**config.mk**
```make
export PLATFORM = sky130hd
export DESIGN_NAME = sio_cfg_ctrl
export DESIGN_NICKNAME = d
export VERILOG_FILES = /design/src/rtl/sio_cfg_pkg.sv /design/src/rtl/sio_port_decode.sv /design/src/rtl/sio_mode_fsm.sv /design/src/rtl/sio_reg_bank.sv /design/src/rtl/sio_cfg_ctrl.sv
export SDC_FILE = /design/constraint.sdc
export NUM_CORES = 1
export LEC_CHECK = 0
export BUFFER_PORTS_ARGS = -buffer_cell sky130_fd_sc_hd__buf_2
export CORE_ASPECT_RATIO = 1.2
export CORE_UTILIZATION = 51
export CTS_BUF_LIST = sky130_fd_sc_hd__clkbuf_16
export CTS_CLUSTER_DIAMETER = 120
export DETAILED_ROUTE_END_ITERATION = 12
export PLACE_DENSITY = 0.83
export SYNTH_ARGS = -nofsm -noshare
export SYNTH_HDL_FRONTEND = slang
export SYNTH_SLANG_ARGS = --single-unit
```
**constraint.sdc**
```tcl
create_clock -name clk -period 2.33 [get_ports clk]
set_input_delay 0.1165 -clock clk [delete_from_list [all_inputs] [get_ports clk]]
set_output_delay 0.1165 -clock clk [all_outputs]
set_load 0.05 [all_outputs]
```
**src/rtl/sio_cfg_pkg.sv**
```systemverilog
package sio_cfg_pkg;
    localparam int BYTE_W = 8;
    typedef logic [BYTE_W-1:0] byte_t;

    typedef enum logic {
        MODE_RUN = 1'b0,
        MODE_CFG = 1'b1
    } sio_mode_e;

    localparam byte_t READ_IDLE  = 8'hFF;
    localparam byte_t READ_EMPTY = 8'h00;
endpackage

```
**src/rtl/sio_port_decode.sv**
```systemverilog
module sio_port_decode #(
    parameter int              ADDR_W   = 16,
    parameter logic [ADDR_W-1:0] CFG_PORT = 16'h002E
) (
    input  logic [ADDR_W-1:0] addr,
    input  logic              wr,
    input  logic              rd,
    output logic              idx_wr,
    output logic              dat_wr,
    output logic              idx_rd,
    output logic              dat_rd
);
    localparam logic [ADDR_W-1:0] DAT_PORT = CFG_PORT + 1'b1;

    logic hit_idx;
    logic hit_dat;

    always_comb begin
        hit_idx = (addr == CFG_PORT);
        hit_dat = (addr == DAT_PORT);
        idx_wr  = wr & hit_idx;
        dat_wr  = wr & hit_dat;
        idx_rd  = rd & hit_idx;
        dat_rd  = rd & hit_dat;
    end
endmodule

```
**src/rtl/sio_mode_fsm.sv**
```systemverilog
module sio_mode_fsm
    import sio_cfg_pkg::*;
#(
    parameter byte_t ENTER_KEY = 8'h55,
    parameter byte_t EXIT_KEY  = 8'hAA
) (
    input  logic  clk,
    input  logic  rst_n,
    input  logic  idx_wr,
    input  byte_t wdata,
    output logic  cfg_active,
    output logic  idx_load
);
    typedef struct packed {
        sio_mode_e mode;
    } mode_state_t;

    mode_state_t st_d, st_q;

    always_comb begin
        st_d     = st_q;
        idx_load = 1'b0;
        unique case (st_q.mode)
            MODE_RUN: begin
                if (idx_wr && wdata == ENTER_KEY) begin
                    st_d.mode = MODE_CFG;
                end
            end
            MODE_CFG: begin
                if (idx_wr) begin
                    if (wdata == EXIT_KEY) begin
                        st_d.mode = MODE_RUN;
                    end else begin
                        idx_load = 1'b1;
                    end
                end
            end
            default: st_d.mode = MODE_RUN;
        endcase
    end

    always_ff @(posedge clk or negedge rst_n) begin
        if (!rst_n) begin
            st_q.mode <= MODE_RUN;
        end else begin
            st_q <= st_d;
        end
    end

    assign cfg_active = (st_q.mode == MODE_CFG);
endmodule

```
**src/rtl/sio_reg_bank.sv**
```systemverilog
module sio_reg_bank
    import sio_cfg_pkg::*;
#(
    parameter byte_t  LDN_IDX      = 8'h07,
    parameter byte_t  ID_IDX       = 8'h20,
    parameter byte_t  REV_IDX      = 8'h21,
    parameter byte_t  DEV_ID       = 8'h6F,
    parameter byte_t  DEV_REV      = 8'h01,
    parameter byte_t  BANK_FLOOR   = 8'h30,
    parameter byte_t  MON_LDN      = 8'h08,
    parameter byte_t  MON_IDX      = 8'h60,
    parameter int     MON_BYTES    = 2,
    parameter logic [MON_BYTES*BYTE_W-1:0] MON_RST = 16'h0480
) (
    input  logic  clk,
    input  logic  rst_n,
    input  logic  cfg_active,
    input  logic  idx_load,
    input  logic  dat_wr,
    input  logic  idx_rd,
    input  logic  dat_rd,
    input  byte_t wdata,
    output byte_t rdata,
    output byte_t cur_index,
    output byte_t cur_ldn,
    output logic [MON_BYTES*BYTE_W-1:0] mon_base
);
    localparam int MON_W = MON_BYTES * BYTE_W;

    typedef struct packed {
        byte_t              index;
        byte_t              ldn;
        logic [MON_W-1:0]   base;
    } bank_state_t;

    bank_state_t st_d, st_q;

    logic  is_banked;
    logic  mon_sel;
    logic  [MON_BYTES-1:0] base_hit;
    byte_t base_rd;

    // One index per base byte; the lowest index holds the most significant byte.
    genvar g;
    generate
        for (g = 0; g < MON_BYTES; g++) begin : g_base_hit
            localparam byte_t THIS_IDX = MON_IDX + byte_t'(g);
            assign base_hit[g] = (st_q.index == THIS_IDX);
        end
    endgenerate

    always_comb begin
        is_banked = (st_q.index >= BANK_FLOOR);
        mon_sel   = is_banked && (st_q.ldn == MON_LDN);
        base_rd   = READ_EMPTY;
        for (int i = 0; i < MON_BYTES; i++) begin
            if (mon_sel && base_hit[i]) begin
                base_rd = st_q.base[(MON_BYTES-1-i)*BYTE_W +: BYTE_W];
            end
        end
    end

    always_comb begin
        st_d = st_q;
        if (idx_load) begin
            st_d.index = wdata;
        end
        if (cfg_active && dat_wr) begin
            if (st_q.index == LDN_IDX) begin
                st_d.ldn = wdata;
            end
            for (int i = 0; i < MON_BYTES; i++) begin
                if (mon_sel && base_hit[i]) begin
                    st_d.base[(MON_BYTES-1-i)*BYTE_W +: BYTE_W] = wdata;
                end
            end
        end
    end

    always_comb begin
        rdata = READ_IDLE;
        if (cfg_active) begin
            if (idx_rd) begin
                rdata = st_q.index;
            end else if (dat_rd) begin
                if (st_q.index == LDN_IDX) begin
                    rdata = st_q.ldn;
                end else if (st_q.index == ID_IDX) begin
                    rdata = DEV_ID;
                end else if (st_q.index == REV_IDX) begin
                    rdata = DEV_REV;
                end else begin
                    rdata = base_rd;
                end
            end
        end
    end

    always_ff @(posedge clk or negedge rst_n) begin
        if (!rst_n) begin
            st_q.index <= '0;
            st_q.ldn   <= '0;
            st_q.base  <= MON_RST;
        end else begin
            st_q <= st_d;
        end
    end

    assign cur_index = st_q.index;
    assign cur_ldn   = st_q.ldn;
    assign mon_base  = st_q.base;
endmodule

```
**src/rtl/sio_cfg_ctrl.sv**
```systemverilog
module sio_cfg_ctrl
    import sio_cfg_pkg::*;
#(
    parameter int              ADDR_W   = 16,
    parameter logic [ADDR_W-1:0] CFG_PORT = 16'h002E,
    parameter byte_t           ENTER_KEY = 8'h55,
    parameter byte_t           EXIT_KEY  = 8'hAA,
    parameter byte_t           DEV_ID    = 8'h6F,
    parameter byte_t           DEV_REV   = 8'h01,
    parameter byte_t           MON_LDN   = 8'h08,
    parameter int              MON_BYTES = 2,
    parameter logic [MON_BYTES*8-1:0] MON_RST = 16'h0480
) (
    input  logic                     clk,
    input  logic                     rst_n,
    input  logic [ADDR_W-1:0]        bus_addr,
    input  logic                     bus_wr,
    input  logic                     bus_rd,
    input  logic [7:0]               bus_wdata,
    output logic [7:0]               bus_rdata,
    output logic                     cfg_active,
    output logic [MON_BYTES*8-1:0]   mon_base
);
    logic  idx_wr, dat_wr, idx_rd, dat_rd;
    logic  idx_load;
    byte_t cfg_index;
    byte_t cfg_ldn;

    sio_port_decode #(
        .ADDR_W   (ADDR_W),
        .CFG_PORT (CFG_PORT)
    ) u_decode (
        .addr   (bus_addr),
        .wr     (bus_wr),
        .rd     (bus_rd),
        .idx_wr (idx_wr),
        .dat_wr (dat_wr),
        .idx_rd (idx_rd),
        .dat_rd (dat_rd)
    );

    sio_mode_fsm #(
        .ENTER_KEY (ENTER_KEY),
        .EXIT_KEY  (EXIT_KEY)
    ) u_mode (
        .clk        (clk),
        .rst_n      (rst_n),
        .idx_wr     (idx_wr),
        .wdata      (bus_wdata),
        .cfg_active (cfg_active),
        .idx_load   (idx_load)
    );

    sio_reg_bank #(
        .DEV_ID    (DEV_ID),
        .DEV_REV   (DEV_REV),
        .MON_LDN   (MON_LDN),
        .MON_BYTES (MON_BYTES),
        .MON_RST   (MON_RST)
    ) u_bank (
        .clk        (clk),
        .rst_n      (rst_n),
        .cfg_active (cfg_active),
        .idx_load   (idx_load),
        .dat_wr     (dat_wr),
        .idx_rd     (idx_rd),
        .dat_rd     (dat_rd),
        .wdata      (bus_wdata),
        .rdata      (bus_rdata),
        .cur_index  (cfg_index),
        .cur_ldn    (cfg_ldn),
        .mon_base   (mon_base)
    );
endmodule

```
Word level (Yosys, flattened, before mapping)

Index checks and enable logic that the tools add are counted.

Flip-flop bits (word level): 33
Input port bits: 28
Output and inout bits: 25
Word-level logic and storage cells: 43

Magnitude comparators: 1
Eq/ne operators: 10
Muxes and demuxes: 14
Bitwise operators: 5
Reduce and logical (&&, ||, !) cells: 8

Operator list:

| operator                                                                            | number |
|---|---|
| 8-bit two-way mux                                                                   | 8 |
| 16-bit by 6-bit equality test with 1-bit output, second input constant              | 2 |
| 8-bit by 7-bit equality test with 1-bit output, second input constant               | 3 |
| 8-bit by 6-bit equality test with 1-bit output, second input constant               | 2 |
| 8-bit by 3-bit equality test with 1-bit output, second input constant               | 1 |
| 8-bit by 4-bit equality test with 1-bit output, second input constant               | 1 |
| 8-bit equality test, second input constant                                          | 1 |
| 8-bit by 6-bit greater-or-equal comparator with 1-bit output, second input constant | 1 |
| 2-bit AND reduction                                                                 | 3 |
| 1-bit logical AND                                                                   | 5 |
| 1-bit two-way mux                                                                   | 5 |
| 1-bit AND                                                                           | 4 |
| 1-bit case mux with 2 select lines                                                  | 1 |
| 1-bit NOT                                                                           | 1 |

Depth between registers and ports, before layout

Depth after elaboration: 11
Depth in mapped cells: 6
Depth with buffers taken out: 4

Hierarchy

From an unflattened synthesis, not the netlist that was laid out.

Cell total of the unflattened synthesis: 148
Area, all modules: 1,783.0 um^2

Modules (own cells, without submodules):

| module          | times used | cells an instance | area an instance (um^2) | seq. area each (um^2) |
|---|---|---|---|---|
| sio_reg_bank    | 1          | 127               | 1,599.0                 | 803.3 |
| sio_mode_fsm    | 1          | 10                | 100.1                   | 25.0 |
| sio_port_decode | 1          | 11                | 83.8                    | 0.0 |

Worst setup path after synthesis

No wires, ideal clock.

Kind: register to output
Start point: reg u_bank.st_q (netlist bit u_bank.cur_index[0])
End point: out bus_rdata[0]
Arrival: 2.708 ns
Data required time: 2.214 ns
Path slack: -0.495 ns
Stages on the path, launching flop included: 6
Buffers on the path: 1
Path through: dfrtp_1 > clkbuf_1 > nand4b_1 > nor2_1 > a21oi_1 > o311ai_0

Longest elaborated chain between the ends: 11

Ends and longest elaborated chain:

| element                                                      | RTL line            | RTL |
|---|---|---|
| start, declared                                              | sio_reg_bank.sv:36  | `bank_state_t st_d, st_q;` |
| start signal, assigned                                       | sio_reg_bank.sv:105 | `st_q <= st_d;` |
| 8-bit by 6-bit greater-or-equal comparator with 1-bit output | sio_reg_bank.sv:53  | `is_banked = (st_q.index >= BANK_FLOOR);` |
| 1-bit logical AND                                            | sio_reg_bank.sv:54  | `mon_sel = is_banked && (st_q.ldn == MON_LDN);` |
| 1-bit logical AND                                            | sio_reg_bank.sv:57  | `if (mon_sel && base_hit[i]) begin` |
| 8-bit two-way mux (2 in a row)                               | sio_reg_bank.sv:57  |  |
| 8-bit two-way mux                                            | sio_reg_bank.sv:90  | `end else if (st_q.index == REV_IDX) begin` |
| 8-bit two-way mux                                            | sio_reg_bank.sv:88  | `end else if (st_q.index == ID_IDX) begin` |
| 8-bit two-way mux                                            | sio_reg_bank.sv:86  | `if (st_q.index == LDN_IDX) begin` |
| 8-bit two-way mux                                            | sio_reg_bank.sv:85  | `end else if (dat_rd) begin` |
| 8-bit two-way mux *                                          | sio_reg_bank.sv:83  | `if (idx_rd) begin` |
| 8-bit two-way mux *                                          | sio_reg_bank.sv:82  | `if (cfg_active) begin` |
| end, declared                                                | sio_cfg_ctrl.sv:20  | `output logic [7:0] bus_rdata,` |

Every way passes the cells marked *; elsewhere a longest branch is shown, timed or not.

Worst setup path after layout

Start point: reg u_bank.st_q (netlist bit u_bank.cur_index[3])
End point: out bus_rdata[6]

Longest elaborated chain between the ends: 11

Ends and longest elaborated chain:

| element                                                      | RTL line |
|---|---|
| 8-bit by 6-bit greater-or-equal comparator with 1-bit output | sio_reg_bank.sv:53 |
| 1-bit logical AND                                            | sio_reg_bank.sv:54 |
| 1-bit logical AND                                            | sio_reg_bank.sv:57 |
| 8-bit two-way mux (2 in a row)                               | sio_reg_bank.sv:57 |
| 8-bit two-way mux                                            | sio_reg_bank.sv:90 |
| 8-bit two-way mux                                            | sio_reg_bank.sv:88 |
| 8-bit two-way mux *                                          | sio_reg_bank.sv:86 |
| 8-bit two-way mux *                                          | sio_reg_bank.sv:85 |
| 8-bit two-way mux *                                          | sio_reg_bank.sv:83 |
| 8-bit two-way mux *                                          | sio_reg_bank.sv:82 |

Marks and branches as above.

==> flow_summary.json <==
{
  "port-buffer-count": 52,
  "timing.final.hold_violations": 0,
  "routabilityCongestion": 0.8582,
  "max-clock-path-buffers": 2,
  "cp.required_ns": 2.21,
  "synth_warnings": 0,
  "dieArea_um2": 3773,
  "timing.rr.start": "u_bank.cur_index[7]",
  "fmax_ghz": 0.4404,
  "post-synth-top-area-cell": "dfrtp_1",
  "wl_um": 5068,
  "postSynthNetCount": 179,
  "clock_period_minus_final_worst_setup_slack_ns": 2.271,
  "layout_worst_path_cycle_share_pct": 97.46,
  "core.rowCount": 23,
  "power_w": 0.001287,
  "grt_pass1_vias": 1696,
  "tritoncts": "built",
  "cts.htree.levels": 2,
  "post_synth_inst_count": 151,
  "start_util_pct": 53.47,
  "hold-path-endpoint": "u_bank.mon_base[1]",
  "power.leakage_nw": 1.166,
  "syn2layout_area_growth_pct": 29.60,
  "worst-path-max-fanout": 5,
  "critical_path_arrival_ns": 2.15,
  "tritoncts.num_buffers": 5,
  "routed-via-count": 1610,
  "tightest_slew_ns": 0.7397,
  "placeable_area_um2": 3367,
  "finalSetupViolCount": 0,
  "timing.setup.critical_path_class": "reg2out",
  "remaining_drcs": 0,
  "global_route.usage.met2_pct": 54.61,
  "whs_ns": 0.1516,
  "track_usage_pct": 29.95,
  "avgSynthCellArea_um2": 11.92,
  "drt_pre_antenna_iters": 4,
  "global_route.usage.met3_pct": 6.602,
  "worst_hold_path_type": "in2reg",
  "drv_cap": 0,
  "overflow": 0,
  "worst_setup_path_end_kind": "primary output",
  "share_of_cells_above_drive_strength_1_pct": 56.07,
  "layout.nets": 241,
  "floorplan.io_pins": 53,
  "die_h_um": 67.09,
  "grt_most_used_layer": "met2",
  "maximum_number_of_pins_on_one_net_before_global_route_repair": 34,
  "die_w_um": 56.24,
  "worstRegToRegCells": 4,
  "mappedNetlistArea_um2": 1800,
  "post-place-cells": 241,
  "run_status": "finished, final reports clean",
  "finalNonFillerCells": 251,
  "skew_ns": 0.004513,
  "cell_types_with_the_largest_area_share_after_synthesis": "dfrtp_1 (43%), mux2_2 (24%), dfstp_2 (2.9%), a221oi_1 (2.9%), nor2_1 (2.1%)",
  "gr-usage-met1_pct": 31.64,
  "yosysTopAreaCellShare_pct": 43.09,
  "cts.reportedPaths.clkPinSlew_ns": 0.05,
  "grt_setup_unrepaired": "false",
  "antenna_found_initial": 0,
  "critical_path.startpoint_type": "register",
  "drtIter0Drc": 94,
  "utilization_pct": 69.31,
  "postSynthRegisterBits": 33,
  "clkSinkCount": 33,
  "final-max-slew-violation-count": 0,
  "drt-wirelength-per-cell_um": 20.19,
  "holdPathStages": 2,
  "yosys.cell_types.count": 38,
  "hold_start": "bus_wdata[1]",
  "rrSetupSlack_ns": 0.18,
  "power.ir.vdd_worst_v": 0.0005922,
  "global_route_wire_length_before_repair_um": 8162,
  "timing.max_slew.rel_slack_pct": 50.68,
  "clockRootBuffer": "clkbuf_16",
  "half_perimeter_wire_length_of_the_detailed_placement_result_um": 3407,
  "power.density_cell_area_nw_per_um2": 551.7,
  "antenna_cells_inserted": 0,
  "critical_path.reg2reg.endpoint": "u_bank.cur_ldn[1]",
  "synth_sequential_area_ratio_pct": 46.00,
  "tns_ns": 0,
  "clkLatencyLatePin_ns": 0.28,
  "antenna_violating_nets_post_route": 0,
  "drt-vias-per-instance": 6.414
}
==> flip-flops by register name, summed over array words and instances (netlist names) <==
name,cells
u_bank.mon_base,16
u_mode.cfg_active,1
u_bank.cur_ldn,8
u_bank.cur_index,8
==> worst max-delay path by stage <==
stage                        startpoint            to  slack [ns]  cells after the start
floorplan           u_bank.cur_index[0]  bus_rdata[0]        0.10                      5
global placement    u_bank.cur_index[1]  bus_rdata[6]        0.16                      5
CTS                 u_bank.cur_index[1]  bus_rdata[0]        0.02                      7
global route        u_bank.cur_index[3]  bus_rdata[6]        0.01                      5
detailed placement  u_bank.cur_index[1]  bus_rdata[6]        0.13                      5
finish              u_bank.cur_index[3]  bus_rdata[6]        0.06                      5
==> kinds of logic (layout without fill, tap and decap cells) <==
logic type / count (synthesis) / count (layout) / share of synthesized area, %
AO/OA/AOI/OAI: 21 / 21 / 8.339
buffers and inverters: 9 / 72 / 2.154
flip-flops: 33 / 33 / 46.00
multiplexers: 38 / 38 / 23.77
AND/OR/NAND/NOR: 50 / 50 / 19.74
==> routing by layer <==
metal  up-vias  routed length (µm)
li1        709                   -
met1       775                1832
met2       110                2658
met3        16                 413
met4         0                 164
met5         -                   0
==> layout by cell type (no fill, tap or decap), types with 2 or more instances in the layout <==
cell type | synthesis | layout
buf_2 | 1 | 48
mux2_2 | 38 | 38
dfrtp_1 | 31 | 30
nor2_1 | 10 | 10
buf_4 | 1 | 10
a221oi_1 | 6 | 6
nand2_1 | 5 | 5
clkbuf_16 | 0 | 5
inv_1 | 4 | 4
nand4_1 | 4 | 4
o21ai_2 | 0 | 4
nor4_1 | 3 | 3
and4_1 | 3 | 3
nor2b_1 | 3 | 3
nor4bb_1 | 3 | 3
nor4b_1 | 3 | 2
nand3_1 | 2 | 2
or3_4 | 2 | 2
nor3_1 | 2 | 2
o21ai_1 | 0 | 2
dfstp_2 | 2 | 2
==> critical path, cell delays in order (launching register included) <==
cell and delay [ns]:
dfrtp_1 0.41, or4b_4 0.54, o32a_1 0.19, or3_2 0.41
o2111ai_1 0.10, buf_4 0.23
==> final cells by class <==
class	count	area [µm²]
Clock inverter	3	17.52
Multi-Input combinational cell	109	963.4
Sequential cell	33	829.5
Tap cell	37	46.29
Fill cell	254	1033
Inverter	4	15.01
Clock buffer	5	125.1
Timing Repair Buffer	60	336.6
==> synthesized netlist by cell type (all sizes together) <==
master   instances
a21oi            1
a221oi           6
a22oi            1
and3b            1
and4             3
and4b            1
buf              2
clkbuf           3
dfrtp           31
dfstp            2
inv              4
mux2            38
nand2            5
nand3            2
nand4            5
nand4b           1
nor2            10
nor2b            3
nor3             3
nor3b            1
nor4             3
nor4b            4
nor4bb           3
o2111ai          1
o21ai            7
o22a             1
o22ai            1
o311ai           1
o31ai            1
o32a             1
or3              4
or4b             1
==> where the power goes <==
group / switching [W] / internal (W) / total (W)
clock: 0.000246 / 0.000391 / 0.000637
sequential: 0.0000000633 / 0.000574 / 0.000574
combinational: 0.0000477 / 0.0000287 / 0.0000764
==> through the flow <==
stage	setup slack (ns)	instance area, µm²
detailed placement	0.1272	2143
global placement	0.1614	2143
global route	0.01196	2333
finish	0.05928	2333
floorplan	0.1006	1815
CTS	0.01684	2323
==> timing repair <==
| action | CTS | global route |
|---|---|---|
| resized for setup | 7 | 2 |
| hold buffers | 1 | 0 |
| pin swaps | 0 | 0 |
| setup buffers | 1 | 0 |
| endpoints found under the hold margin | 31 | 0 |
| setup endpoints to repair | 5 | 17 |
No activity file was read; power rests on OpenSTA's default activity.
